**config.mk**
```make
export PLATFORM = sky130hd
export DESIGN_NAME = tag_scrub_ctrl
export DESIGN_NICKNAME = d
export VERILOG_FILES = /design/src/rtl/tag_scrub_ctrl.sv
export SDC_FILE = /design/constraint.sdc
export NUM_CORES = 1
export LEC_CHECK = 0
export BUFFER_PORTS_ARGS = -buffer_cell sky130_fd_sc_hd__buf_2
export CORE_MARGIN = 2
export CORE_UTILIZATION = 53
export CTS_CLUSTER_DIAMETER = 30
export DETAILED_ROUTE_END_ITERATION = 12
export PLACE_DENSITY = 0.8
export SLEW_MARGIN = 5
export SYNTH_ARGS = -nofsm -noshare
export SYNTH_HDL_FRONTEND = slang
export SYNTH_SLANG_ARGS = --single-unit
```
**constraint.sdc**
```tcl
create_clock -name clk -period 9.1 [get_ports clk]
set_clock_uncertainty 0.05 [all_clocks]
set_input_delay 2.73 -clock clk [delete_from_list [all_inputs] [get_ports clk]]
set_output_delay 2.73 -clock clk [all_outputs]
set_load 0.1 [all_outputs]
```
**src/rtl/tag_scrub_ctrl.sv**
```systemverilog
module tag_scrub_ctrl #(
  parameter int TAG_W = 31,
  parameter int ZB    = 1,
  parameter int IDX_W = 6,
  parameter int CNT_W = 8
) (
  input  logic                  clk,
  input  logic                  rst_n,
  input  logic                  wr_en,
  input  logic [IDX_W-1:0]      wr_idx,
  input  logic [TAG_W-1:0]      wr_tag,
  output logic                  wr_ready,
  input  logic                  lk_req,
  input  logic [IDX_W-1:0]      lk_idx,
  input  logic [TAG_W+ZB-1:0]   lk_addr,
  output logic                  lk_ready,
  output logic                  rsp_valid,
  output logic                  rsp_hit,
  output logic                  rsp_fixed,
  output logic                  rsp_bad,
  output logic                  ram_re,
  output logic                  ram_we,
  output logic [IDX_W-1:0]      ram_idx,
  output logic [TAG_W+7-1:0]    ram_wdata,
  output logic                  ram_wvalid,
  input  logic [TAG_W+7-1:0]    ram_rdata,
  input  logic                  ram_rvalid,
  output logic [CNT_W-1:0]      cnt_corr,
  output logic [CNT_W-1:0]      cnt_uncorr
);

  function automatic int ham_bits(input int n);
    int r = 1;
    while ((1 << r) < n + r + 1) r++;
    return r;
  endfunction

  localparam int HAM_W  = ham_bits(TAG_W);
  localparam int CHK_W  = HAM_W + 1;
  localparam int ENT_W  = TAG_W + CHK_W;
  localparam int NPOS   = TAG_W + HAM_W;
  localparam int ADDR_W = TAG_W + ZB;

  typedef logic [ENT_W-1:0] ent_t;
  typedef enum logic [2:0] {S_IDLE, S_READ, S_SCRUB, S_RETRY, S_INVAL} st_t;

  function automatic logic [HAM_W-1:0] f_syn(input ent_t w);
    logic [HAM_W-1:0] s = '0;
    int d = 0;
    int k = 0;
    for (int p = 1; p <= NPOS; p++) begin
      if ((p & (p - 1)) == 0) begin
        if (w[TAG_W + k]) s ^= HAM_W'(p);
        k++;
      end else begin
        if (w[d]) s ^= HAM_W'(p);
        d++;
      end
    end
    return s;
  endfunction

  function automatic ent_t f_enc(input logic [TAG_W-1:0] t);
    ent_t w = ent_t'(t);
    w[TAG_W +: HAM_W] = f_syn(w);
    w[ENT_W-1] = ^w[ENT_W-2:0];
    return w;
  endfunction

  function automatic ent_t f_fix(input ent_t w, input logic [HAM_W-1:0] s);
    ent_t o = w;
    int d = 0;
    int k = 0;
    if (s == '0) o[ENT_W-1] = ~w[ENT_W-1];
    for (int p = 1; p <= NPOS; p++) begin
      if ((p & (p - 1)) == 0) begin
        if (p == int'(s)) o[TAG_W + k] = ~w[TAG_W + k];
        k++;
      end else begin
        if (p == int'(s)) o[d] = ~w[d];
        d++;
      end
    end
    return o;
  endfunction

  st_t               st;
  logic [IDX_W-1:0]  idx_q;
  logic [ADDR_W-1:0] addr_q;
  logic              retried;
  ent_t              fix_q;

  logic [HAM_W-1:0] syn;
  logic par, clean, single, inc_c, inc_u, in_read;

  assign syn     = f_syn(ram_rdata);
  assign par     = ^ram_rdata;
  assign clean   = (syn == '0) && !par;
  assign single  = par && (int'(syn) <= NPOS);
  assign in_read = (st == S_READ) && ram_rvalid;
  assign inc_c   = in_read && !clean && single && !retried;
  assign inc_u   = in_read && !clean && !(single && !retried);

  assign wr_ready   = (st == S_IDLE);
  assign lk_ready   = (st == S_IDLE) && !wr_en;
  assign rsp_valid  = ((st == S_READ) && (!ram_rvalid || clean)) || (st == S_INVAL);
  assign rsp_hit    = in_read && clean &&
                      ((ADDR_W'(ram_rdata[TAG_W-1:0]) << ZB) == addr_q);
  assign rsp_fixed  = (st == S_READ) && rsp_valid && retried;
  assign rsp_bad    = (st == S_INVAL);

  assign ram_re     = ((st == S_IDLE) && lk_req && !wr_en) || (st == S_RETRY);
  assign ram_we     = ((st == S_IDLE) && wr_en) || (st == S_SCRUB) || (st == S_INVAL);
  assign ram_wvalid = (st != S_INVAL);
  assign ram_idx    = (st != S_IDLE) ? idx_q : (wr_en ? wr_idx : lk_idx);
  assign ram_wdata  = (st == S_SCRUB) ? fix_q :
                      (st == S_INVAL) ? '0 : f_enc(wr_tag);

  always_ff @(posedge clk) begin
    if (!rst_n) begin
      st         <= S_IDLE;
      idx_q      <= '0;
      addr_q     <= '0;
      retried    <= 1'b0;
      fix_q      <= '0;
      cnt_corr   <= '0;
      cnt_uncorr <= '0;
    end else begin
      if (inc_c && cnt_corr != '1)   cnt_corr   <= cnt_corr + 1'b1;
      if (inc_u && cnt_uncorr != '1) cnt_uncorr <= cnt_uncorr + 1'b1;
      case (st)
        S_IDLE: if (lk_req && !wr_en) begin
          st      <= S_READ;
          idx_q   <= lk_idx;
          addr_q  <= lk_addr;
          retried <= 1'b0;
        end
        S_READ: begin
          if (inc_c) begin
            st      <= S_SCRUB;
            fix_q   <= f_fix(ram_rdata, syn);
            retried <= 1'b1;
          end else if (inc_u) st <= S_INVAL;
          else                st <= S_IDLE;
        end
        S_SCRUB: st <= S_RETRY;
        S_RETRY: st <= S_READ;
        default: st <= S_IDLE;
      endcase
    end
  end

  AST_ONE_ACCESS: assert property (@(posedge clk) disable iff (!rst_n)
    !(ram_we && ram_re));
  AST_HOLD_OFF: assert property (@(posedge clk) disable iff (!rst_n)
    (st == S_SCRUB || st == S_RETRY) |-> !rsp_valid && !lk_ready);
  AST_SCRUB_RETRY: assert property (@(posedge clk) disable iff (!rst_n)
    (ram_we && st == S_SCRUB) |=> ram_re && !ram_we);
  AST_FIXED_RSP: assert property (@(posedge clk) disable iff (!rst_n)
    rsp_fixed |-> $past(ram_re) && $past(ram_we, 2));
  AST_INVAL_WR: assert property (@(posedge clk) disable iff (!rst_n)
    rsp_bad |-> ram_we && !ram_wvalid && !rsp_hit);
  AST_NO_ODD_HIT: assert property (@(posedge clk) disable iff (!rst_n)
    rsp_hit |-> (addr_q & ADDR_W'((1 << ZB) - 1)) == '0);
  AST_SAT_CORR: assert property (@(posedge clk) disable iff (!rst_n)
    cnt_corr == '1 |=> cnt_corr == '1);
  AST_SAT_UNCORR: assert property (@(posedge clk) disable iff (!rst_n)
    cnt_uncorr == '1 |=> cnt_uncorr == '1);

endmodule

```
### Yosys cells after proc, flatten, opt, wreduce, memory -nomap -nowiden

Cells that the tools add are included.

| word-level totals | value |
|---|---|
| flip-flop bits (word level) | 96 |
| latch bits | 0 |
| RAM bits | 0 |
| ROM bits | 0 |
| input bits | 118 |
| memories | 0 |

| cells by class | value |
|---|---|
| add/sub/neg operators | 41 |
| $mul | 0 |
| divide/modulo/power cells | 0 |
| magnitude comparators | 73 |
| equality and inequality tests | 47 |
| shifts and indexed selects | 0 |
| mux-type cells | 555 |
| bitwise gates (word level) | 104 |
| reductions and logical operators | 76 |

Operators by type and width:

| kind | count |
|---|---|
| 38-bit two-way mux | 143 |
| 32-bit two-way mux | 108 |
| 38-bit bitwise mux | 36 |
| 32-bit by 1-bit >= comparator with 1-bit output (second input constant) | 36 |
| 32-bit by 8-bit less-than comparator with 1-bit output (second input constant) | 36 |
| 32-bit by 2-bit adder with 32-bit output (second input constant) | 34 |
| 1-bit binary-select mux with 6-bit select | 36 |
| 1-bit demux with 6-bit select | 36 |
| 6-bit by 32-bit adder with 32-bit output (first input constant) | 5 |
| 5-bit two-way mux | 31 |
| 6-bit == test (first input constant) | 22 |
| 1-bit two-way mux | 122 |
| 6-bit two-way mux | 13 |
| 3-bit NOT | 24 |
| 4-bit two-way mux | 15 |
| 1-bit logical AND | 56 |
| 5-bit by 6-bit == test with 1-bit output (first input constant) | 8 |
| 2-bit NOT | 21 |
| 4-bit NOT | 10 |
| 1-bit NOT | 38 |
| 38-bit parity | 1 |
| 37-bit parity | 1 |
| 32-bit == test | 1 |
| 3-bit two-way mux | 10 |
| other kinds (26) | 53 |

### Logic depth before layout (Yosys ltp)

Gate-level depths: netlist of run 1.

| depth | value |
|---|---|
| depth in word-level cells | 259 |
| mapped depth | 11 |
| depth with buffers taken out | 8 |

### Worst setup path after synthesis of run 1

OpenSTA, ideal clock, no wires.

| path | value |
|---|---|
| kind | input -> output |
| start point | in ram_rdata[17] |
| end point | out rsp_hit |
| arrival time | 7.904 ns |
| data required time | 6.320 ns |
| setup slack | -1.584 ns |
| stages on the path | 9 |
| cell sequence | buf_4 > xnor3_1 > xor3_1 > xnor3_2 > and2_1 > buf_2 > nand3_2 > or3_1 > nor4_1 |

| between the ends | value |
|---|---|
| word-level cells in the longest chain between the ends | 27 |

RTL lines:

| item | line | text |
|---|---|---|
| start, declared | 26 | `input logic [TAG_W+7-1:0] ram_rdata,` |
| 5-bit two-way mux | 56 | `if (w[d]) s ^= HAM_W'(p);` |
| 2-bit NOT (no line) | -- |  |
| 5-bit two-way mux | 56 |  |
| 3-bit NOT (no line) | -- |  |
| 5-bit two-way mux | 56 |  |
| 3-bit NOT (no line) | -- |  |
| 5-bit two-way mux | 56 |  |
| 4-bit NOT (no line) | -- |  |
| [7 not listed] | -- |  |
| 5-bit NOT (no line) | -- |  |
| 5-bit two-way mux | 56 |  |
| 6-bit two-way mux | 53 | `if (w[TAG_W + k]) s ^= HAM_W'(p);` |
| 6-bit two-way mux (5 in series) | 56 |  |
| 6-bit logical NOT | 98 | `assign clean = (syn == '0) && !par;` |
| 1-bit logical AND | 98 |  |
| 1-bit logical AND | 107 | `assign rsp_hit = in_read && clean &&` |
| 1-bit logical AND * | 107 |  |
| end, declared | 18 | `output logic rsp_hit,` |

Mark *: on every way between the ends. The rest lies on a longest branch, timed or not.

### Worst setup path after layout of run 1

| path | value |
|---|---|
| start point | in ram_rdata[17] |
| end point | out rsp_valid |

| between the ends | value |
|---|---|
| word-level cells in the longest chain between the ends | 28 |

RTL lines:

| item | line | text |
|---|---|---|
| 5-bit two-way mux | 56 |  |
| 2-bit NOT (no line) | -- |  |
| 5-bit two-way mux | 56 |  |
| 3-bit NOT (no line) | -- |  |
| 5-bit two-way mux | 56 |  |
| 3-bit NOT (no line) | -- |  |
| 5-bit two-way mux | 56 |  |
| 4-bit NOT (no line) | -- |  |
| [8 not listed] | -- |  |
| 5-bit two-way mux | 56 |  |
| 6-bit two-way mux | 53 |  |
| 6-bit two-way mux (5 in series) | 56 |  |
| 6-bit logical NOT | 98 |  |
| 1-bit logical AND * | 98 |  |
| 1-bit logical OR * | 106 | `assign rsp_valid = ((st == S_READ) && (!ram_rvalid \|\| clean)) \|\| (st == S_INVAL);` |
| 1-bit logical AND * | 106 |  |
| 1-bit logical OR * | 106 |  |
| end, declared | 17 | `output logic rsp_valid,` |

Marked as above.

==> summary by stage, run 1 <==
Placed design
The estimated wirelength of the detail-placed design is 14,600 um. The post-placement setup slack is 0.437 ns. The placer's final routability congestion estimate is 0.943.

In this run the tool buffered the top-level ports with 186 buffer cells.

Synth
The cell accounting for the most synthesized area is sky130_fd_sc_hd__dfxtp_1. The number of distinct standard cells referenced by the synthesized netlist is 45. The net count after synthesis is 894. The average instance area after synthesis is 8.44 sq um. Yosys printed 0 warnings. After synthesis the cells add up to 6540 sq um. By area the synthesized netlist is led by sky130_fd_sc_hd__dfxtp_1 (29%), sky130_fd_sc_hd__xnor2_1 (16%), sky130_fd_sc_hd__xor2_1 (7.5%). In this run, synthesis inferred 0 flip-flops with an integrated enable. For this run, the register share of the synthesized area comes to 0.294.

The share of synthesized area in the top cell type comes to 0.294. Among all flip-flop cells after synthesis, the most frequent one is sky130_fd_sc_hd__dfxtp_1. The synthesis-stage register bit count is 96. After synthesis, the share of flip-flops with an asynchronous set or reset is 0. The post-synthesis instance total is 774.

Global routing
The maximum number of pins on one net before global-route repair is 78. The met3 capacity usage during global routing is 0.0406. The met1 track demand over resource in global routing is 0.388. The combined global-route utilization of all metal layers is 0.279. The initial antenna violation count is 0. The number of global-route vias before repair is 5,401.

The total overflow reported by the global router is 0. met2 is the most crowded layer. The wire length of the first global-routing pass is 28,500 um. The met2 demand-to-capacity share in global routing is 0.451.

Critical path
The worst setup path is captured at an output pin. Data on the critical path is required at its endpoint by 6.32 ns. The startpoint type of the worst setup path is an input port. The setup path with the least slack is of type in -> out. The longest individual stage delay on the worst path is 0.51 ns. The critical path goes through buf_2, xnor3_1, xor3_1, xnor3_2, and2_1, nand3_2, or3_1, a211o_1, a21oi_2, buf_12.

The data arrival time of the worst path is 5.93 ns. The cell with the biggest individual delay on the critical path is sky130_fd_sc_hd__or3_1. The maximum fanout encountered on the critical timing path is 8.

Min path
The class of the tightest hold or removal check is reg -> reg.

Die
The core region area is 12,000 sq um. The die covers 13,200 sq um. The die outline height is 115 um. The width of the die is 115 um.

In this run the core area contains 40 standard-cell rows. The initial standard-cell utilization of the core is 0.544. Pin placement for this block handled 187 I/O pins.

CTS
Gates resized during post-CTS repair numbered 0. The number of hold-repair buffers added at the cts stage is 0. The clock tree root buffer cell is sky130_fd_sc_hd__clkbuf_16. The clock passes through at most 2 buffers.

The post-CTS setup buffer count is 0. The clock-pin slew on the worst setup and hold paths is 0.07 ns. The insertion delay of the later-clocked pin in the worst-skew pair is 0.34 ns. The clock buffer count from CTS is 9. The clock drives 96 sinks. TritonCTS built the clock tree.

The H-tree was split into 3 levels.

Cells and area
In the final design database the tool counted 1,046 nets. The number of antenna diodes in the final layout is 0. The layout has 1,077 filler cells.

In the final layout, the share of cells above drive strength 1 is 0.242. Compared with the post-synthesis result, the final layout area differs by 20.5%. Once layout is complete, the utilization of the core stands at 0.655.

Route
The number of nets with antenna violations after detailed routing is 0. The detailed router finished its first iteration with 361 violations. The number of vias per cell is 5.49.

The number of design rule violations left after detail routing is 0. The total iterations of the first detailed-routing run is 5. The total routed wirelength is 18,300 um. Dividing the detail-routed wire length by the instance count gives 16.9 um. Detailed routing inserted a total of 5,914 vias.

Flow run
Max-cap violations in this run came to 0.

Timing
The pin slew with the least headroom to its limit is 1.13 ns. The final number of hold-violating endpoints is 0. The upper clock frequency limit is 115 MHz. The worst path needs 8.71 ns of the cycle, external delays included.

Hold timing on the final database bottoms out at a slack of 0.406 ns. Setup repair after global routing left no endpoint under its margin. The number of pins exceeding their max-slew limit in the final report is 0. Setup slack closes at 0.393 ns.

Setup total negative slack on the finished layout was measured at 0 ns. Dividing the final minimum period by the clock period gives 0.957. Setup violations remaining at the end of the flow were counted as 0. The tightest slew margin relative to the limit is 0.241.

Pwr
Summed over all cells, the static leakage comes to 3.20 nW. The part of the total power dissipated in combinational logic is 0.585. VDD sags by at most 0.182 mV. The portion of total power attributed to sequential cells is 0.226.

The net load switching power is 1.11 mW. The total power density per cell area is 275 nW/um^2. The relative contribution of the clock network to total power is 0.190.

Power comes to 2.17 mW. Of the total power, the share spent switching nets is 0.510. The internal power component is 1.06 mW.

Run status
The flow ran to the end, and the final reports show no timing, DRC or antenna violations.
==> registers in the layout, indices dropped and copies added (netlist names) <==
signal	count
retried	1
st	3
cnt_corr	8
addr_q	32
idx_q	6
cnt_uncorr	8
fix_q	38
==> cell type report <==
class	instances	area, sq um	share of cell area
multi-input combinational	619	4400	0.558
tap	147	184	0.0234
clock buffer	11	253	0.0321
timing repair buffer	193	1010	0.129
clock inverter	5	78.8	0.0100
inverter	7	26.3	0.00334
sequential	96	1920	0.244
==> cell usage after synthesis, types with 2 or more instances <==
cell	instances
sky130_fd_sc_hd__or3_1	2
sky130_fd_sc_hd__o31a_1	2
sky130_fd_sc_hd__dfxtp_1	96
sky130_fd_sc_hd__ha_1	2
sky130_fd_sc_hd__xor3_1	2
sky130_fd_sc_hd__o31ai_1	6
sky130_fd_sc_hd__nor2_1	66
sky130_fd_sc_hd__and3_1	5
sky130_fd_sc_hd__xnor2_4	2
sky130_fd_sc_hd__a211o_1	2
sky130_fd_sc_hd__buf_4	4
sky130_fd_sc_hd__mux2i_1	12
sky130_fd_sc_hd__clkbuf_1	39
sky130_fd_sc_hd__nor2b_1	2
sky130_fd_sc_hd__nand3_1	23
sky130_fd_sc_hd__a211oi_1	41
sky130_fd_sc_hd__xnor2_1	119
sky130_fd_sc_hd__inv_1	7
sky130_fd_sc_hd__clkbuf_2	2
sky130_fd_sc_hd__xnor2_2	2
sky130_fd_sc_hd__nand4_1	8
sky130_fd_sc_hd__a22o_1	36
sky130_fd_sc_hd__nor3_1	20
sky130_fd_sc_hd__nand2b_1	8
sky130_fd_sc_hd__xor2_1	56
sky130_fd_sc_hd__xnor3_1	13
sky130_fd_sc_hd__buf_2	7
sky130_fd_sc_hd__a21oi_1	55
sky130_fd_sc_hd__o21a_1	2
sky130_fd_sc_hd__nand2_1	101
sky130_fd_sc_hd__nand3b_1	2
sky130_fd_sc_hd__o21ai_0	3
sky130_fd_sc_hd__or4_1	5
sky130_fd_sc_hd__nor4_1	11
==> worst paths after layout <==
check             cells past startpoint           from  slack, ns         to
hold / removal                        2       idx_q[3]       0.41   idx_q[3]
setup reg to reg                      7          st[0]       5.94   fix_q[9]
setup / recovery                     10  ram_rdata[17]       0.39  rsp_valid
hold reg to reg                       2       idx_q[3]       0.41   idx_q[3]
==> layer usage <==
layer,vias to the layer above,wire length [um],part of all wire
met2,218,8460,0.46
li1,2982,-,-
met5,-,0,0
met4,0,322,0.018
met3,20,1190,0.065
met1,2694,8300,0.45
==> through the flow <==
stage	cell area (sq um)	std cells
after floorplan	6550	774
after global placement	7540	1062
after detailed placement	7540	1062
after CTS	7870	1078
after global routing	7870	1078
final	7870	1078
==> worst max-delay path, delay by kind of cell <==
| kind | cells | cell delay [ns] |
|---|---|---|
| AND/OR/NAND/NOR | 3 | 0.99 |
| XOR/XNOR | 3 | 1.34 |
| AO/OA/AOI/OAI | 2 | 0.50 |
| buffers and inverters | 2 | 0.36 |
==> cells in the final DEF (no fill, tap or decap), types with 3 or more instances in the layout <==
cell type                   instances
sky130_fd_sc_hd__xnor2_1          119
sky130_fd_sc_hd__a22o_1            36
sky130_fd_sc_hd__xor2_1            56
sky130_fd_sc_hd__nor4_1             9
sky130_fd_sc_hd__or4_1              5
sky130_fd_sc_hd__inv_1              6
sky130_fd_sc_hd__o31ai_1            6
sky130_fd_sc_hd__nand2_1          101
sky130_fd_sc_hd__a211oi_1          41
sky130_fd_sc_hd__mux2i_1           12
sky130_fd_sc_hd__nand2b_1           8
sky130_fd_sc_hd__xnor3_1           13
sky130_fd_sc_hd__clkbuf_16          9
sky130_fd_sc_hd__a21oi_1           54
sky130_fd_sc_hd__o21ai_0            3
sky130_fd_sc_hd__nand4_1            8
sky130_fd_sc_hd__buf_2            184
sky130_fd_sc_hd__nand3_1           23
sky130_fd_sc_hd__and3_1             5
sky130_fd_sc_hd__buf_4              7
sky130_fd_sc_hd__nor2_1            65
sky130_fd_sc_hd__nor3_1            19
sky130_fd_sc_hd__dfxtp_1           96
==> kinds of logic after synthesis <==
logic type               synth area share
AO/OA/AOI/OAI                       0.165
XOR/XNOR                            0.304
adder cells (fa/ha/maj)           0.00383
buffers and inverters              0.0379
flip-flops                          0.294
multiplexers                       0.0184
AND/OR/NAND/NOR                     0.177
==> power by group through the flow <==
stage                     clock network [mW]  logic, mW  registers, mW
after floorplan                            0       1.03          0.496
after global placement                     0       1.25          0.497
after detailed placement                   0       1.26          0.498
after CTS                              0.419       1.26          0.488
after global routing                   0.436       1.34          0.494
final                                  0.411       1.27          0.489
No activity file was read; power rests on OpenSTA's default activity.
==> inputs of run 2 (changes only) <==
--- a/config.mk
+++ b/config.mk
@@ -5,12 +5,13 @@
 export SDC_FILE = /design/constraint.sdc
 export NUM_CORES = 1
 export LEC_CHECK = 0
+export ABC_AREA = 1
 export BUFFER_PORTS_ARGS = -buffer_cell sky130_fd_sc_hd__buf_2
 export CORE_MARGIN = 2
-export CORE_UTILIZATION = 53
+export CORE_UTILIZATION = 50
 export CTS_CLUSTER_DIAMETER = 30
 export DETAILED_ROUTE_END_ITERATION = 12
-export PLACE_DENSITY = 0.8
+export PLACE_DENSITY = 0.77
 export SLEW_MARGIN = 5
 export SYNTH_ARGS = -nofsm -noshare
 export SYNTH_HDL_FRONTEND = slang
==> constraint.sdc (replaced) <==
create_clock -name clk -period 7.3 [get_ports clk]
set_clock_uncertainty 0.05 [all_clocks]
set_input_delay 2.19 -clock clk [delete_from_list [all_inputs] [get_ports clk]]
set_output_delay 2.19 -clock clk [all_outputs]
set_load 0.1 [all_outputs]
==> summary by stage, run 2 <==
Run status
The run finished with clean final reports.

Cells and area
The area growth from synthesis to layout is 15.7%. In the final layout, the registers with the most flip-flops are fix_q: 38 flops, addr_q: 32 flops. The final cell utilization of the core is 0.591 (-0.0641). The number of nets at the end of the flow came to 1,601 (+53%). The flip-flop count of the largest register, all copies and words added was 38 (unchanged).

The count of fill cells added during filler insertion is 1,570 (+46%). Leaving out fill and tap cells, the most frequent cell in the layout is sky130_fd_sc_hd__nand2_1. fix_q holds more flip-flops than any other register. The multi-input gate area in the final layout was 5460 sq um (+24%). The sequential standard cell area is 1920 sq um (unchanged). The layout cell share with drive strength beyond 1 is 0.188 (-0.0533).

In the layout the commonest cells are sky130_fd_sc_hd__nand2_1 (466), sky130_fd_sc_hd__buf_2 (186), sky130_fd_sc_hd__nor2_1 (126), sky130_fd_sc_hd__dfxtp_1 (96), sky130_fd_sc_hd__inv_1 (86). The count of antenna diodes in the layout was 0 (unchanged).

Synth
The yosys synthesis warning count is 0 (unchanged). The fraction of synthesized cell area taken by the top area cell type was 0.238 (-0.0565). The average instance area after synthesis is 6.09 sq um (-28%). The net count after synthesis is 1,447 (+62%). The share of synthesized registers carrying an async set or reset is 0 (unchanged). The cell accounting for the most synthesized area is sky130_fd_sc_hd__dfxtp_1. The synthesis-stage register bit count is 96 (unchanged). The number of distinct standard cells referenced by the synthesized netlist is 42 (-6.7%). The number of synthesized flops with an enable pin came to 0 (unchanged).

The share of synthesized area occupied by flip-flops and latches is 0.238 (-0.0565). The commonest cells after synthesis are sky130_fd_sc_hd__nand2_1 (466), sky130_fd_sc_hd__nor2_1 (127), sky130_fd_sc_hd__dfxtp_1 (96), sky130_fd_sc_hd__inv_1 (86), sky130_fd_sc_hd__nand3_1 (84). The post-synthesis instance total is 1,327 (+71%).

The most used flip-flop cell after synthesis is sky130_fd_sc_hd__dfxtp_1. After synthesis, the cell types taking the most area are sky130_fd_sc_hd__dfxtp_1 (24%), sky130_fd_sc_hd__nand2_1 (22%), sky130_fd_sc_hd__xor2_1 (8.4%). The most instantiated library cell after synthesis is sky130_fd_sc_hd__nand2_1.

The synthesized cell area is 8090 sq um (+24%).

Critical path
The required time reported for the critical path endpoint is 5.06 ns (-1.26 ns). The kind of end point of the critical path is an output pin. The startpoint type of the worst setup path is an input port. The data arrival time of the worst path is 4.49 ns (-1.44 ns). The start-to-end type of the worst setup path is in -> out. The maximum fanout encountered on the critical timing path is 4 (-4).

Global routing
The initial antenna violation count came to 0 (unchanged). The maximum number of pins on one net before global-route repair came to 81 (+3.8%). The number of global-route vias before repair is 7,995 (+48%). The combined global-route utilization of all metal layers is 0.283 (+0.00399). The total overflow reported by the global router is 0 (unchanged). The wire length of the first global-routing pass is 39,900 um (+40%).

Route
The detailed-routing wirelength on met1 is 11,000 um (+32%). The number of design rule violations left after detail routing is 0 (unchanged). The total via count in the routed design is 8,951 (+51%). The total iterations of the first detailed-routing run is 5 (unchanged). The total routed wirelength is 24,700 um (+35%).

The number of vias per cell was 5.26 (-4.1%). The detailed route wirelength on metal3 is 1640 um (+37%). The average wire per standard cell was 14.5 um (-14%). The violation count after the first detailed-route iteration came to 603 (+67%). The routed wire length on met2 is 11,400 um (+35%).

The number of nets with antenna violations after detailed routing is 0 (unchanged). After detailed routing, no signal wire sits above met4.

Die
The die outline height is 131 um (+14%). The initial standard-cell utilization of the core is 0.511 (-0.0331). The number of standard-cell rows in the floorplan is 46 (+15%). The area enclosed by the die boundary is 17,200 sq um (+30%).

The width of the die was 131 um (+14%). The core region area was 15,800 sq um (+32%). The total I/O pin count is 187 (unchanged).

CTS
The number of levels in the clock H-tree is 3 (unchanged). The insertion delay of the later-clocked pin in the worst-skew pair is 0.34 ns (about the same). The post-CTS setup buffer count came to 0 (unchanged).

The clock tree buffer depth is 2 (unchanged). The clock tree from TritonCTS is yes. The number of clock sinks is 96 (unchanged). The clock tree root buffer cell is sky130_fd_sc_hd__clkbuf_16. The number of hold-repair buffers added at the cts stage came to 0 (unchanged). The clock-pin slew on the worst setup and hold paths is 0.07 ns (about the same). The clock buffer count from CTS is 9 (unchanged). The post-cts resize count came to 0 (unchanged).

Timing
The count of endpoints failing setup in the final report is 0 (unchanged). The pin slew with the least headroom to its limit is 1.13 ns (-0.00311 ns). The final setup TNS is 0 ns (unchanged). The final hold slack came to 0.434 ns (+0.0283 ns). The upper clock frequency limit is 148 MHz.

After layout, the minimum clock period comes to 6.73 ns. The part of the cycle the worst path needs is 0.923. The number of pins exceeding their max-slew limit in the final report is 0 (unchanged). The tightest slew margin relative to the limit is 0.246 (+0.00580). The final number of hold-violating endpoints was 0 (unchanged). The setup slack after layout came to 0.565 ns (+0.172 ns). Setup repair after global routing left no endpoint under its margin.

Placed design
The number of buffers inserted by port buffering came to 186 (unchanged). The placer's final routability congestion estimate is 0.977 (+3.5%). The estimated wirelength of the detail-placed design is 20,100 um (+37%). The post-placement setup slack is 0.635 ns (+0.198 ns).

Min path
The class of the tightest hold or removal check is reg -> reg.

Pwr
The leakage power summed over all cells is 4.79 nW (+50%). The total power density per cell area is 235 nW/um^2 (-14%). The largest voltage drop on the vdd net is 0.398 mV (+120%).

Flow run
The number of maximum-capacitance constraint violations is 0 (unchanged).
## run 2: metal layers
layer  up-vias  track usage
li1       4547            -
met1      3991        0.373
met2       360        0.472
met3        53       0.0448
met4         0       0.0942
met5         -            0
## run 2: final cells by class
type,instances,area share
inverters,121,0.0488
multi-input cells,1063,0.583
flip-flops and latches,96,0.205
clock inverters,7,0.00561
repair buffers,190,0.104
well taps,216,0.0289
clock buffers,9,0.0241
## run 2: per-stage QoR
step | instance area, sq um | cells | power, mW
2_1_floorplan | 8090 | 1327 | 1.53
4_1_cts | 9360 | 1702 | 2.21
5_1_grt | 9360 | 1702 | 2.34
3_3_place_gp | 9080 | 1686 | 1.75
6_report | 9360 | 1702 | 2.20
3_5_place_dp | 9080 | 1686 | 1.76
## run 2: cells by family after synthesis
kind of cell,Yosys count,synth area share
buffers and inverters,168,0.0883
and+or+nand+nor,727,0.372
AOI/OAI and AO/OA,191,0.142
xor gates and xnor gates,143,0.157
DFF,96,0.238
adders and majority gates,2,0.00309
## run 2: power breakdown
part,total [mW],switching (mW),internal [mW]
registers,0.592,0.0300,0.562
logic,1.16,0.883,0.279
clock network,0.448,0.214,0.235
## run 2: worst max-delay path: stages
cell and delay [ns]:
sky130_fd_sc_hd__buf_2 0.20, sky130_fd_sc_hd__xor2_1 0.25, sky130_fd_sc_hd__nand2_1 0.14, sky130_fd_sc_hd__nand2_2 0.14, sky130_fd_sc_hd__xor2_1 0.20, sky130_fd_sc_hd__nand2_1 0.08
sky130_fd_sc_hd__nand2_1 0.07, sky130_fd_sc_hd__nand3_1 0.07, sky130_fd_sc_hd__nand2_1 0.23, sky130_fd_sc_hd__nand3_4 0.14, sky130_fd_sc_hd__nand2_1 0.08, sky130_fd_sc_hd__nand2_1 0.07
sky130_fd_sc_hd__nor2_1 0.17, sky130_fd_sc_hd__buf_2 0.45
## run 2: worst paths after layout
check,start,slack (ns),cells after the start,endpoint
max,ram_rdata[18],0.57,14,rsp_fixed
min reg2reg,idx_q[2],0.43,2,idx_q[2]
max reg2reg,st[0],4.68,8,addr_q[25]
min,idx_q[2],0.43,2,idx_q[2]
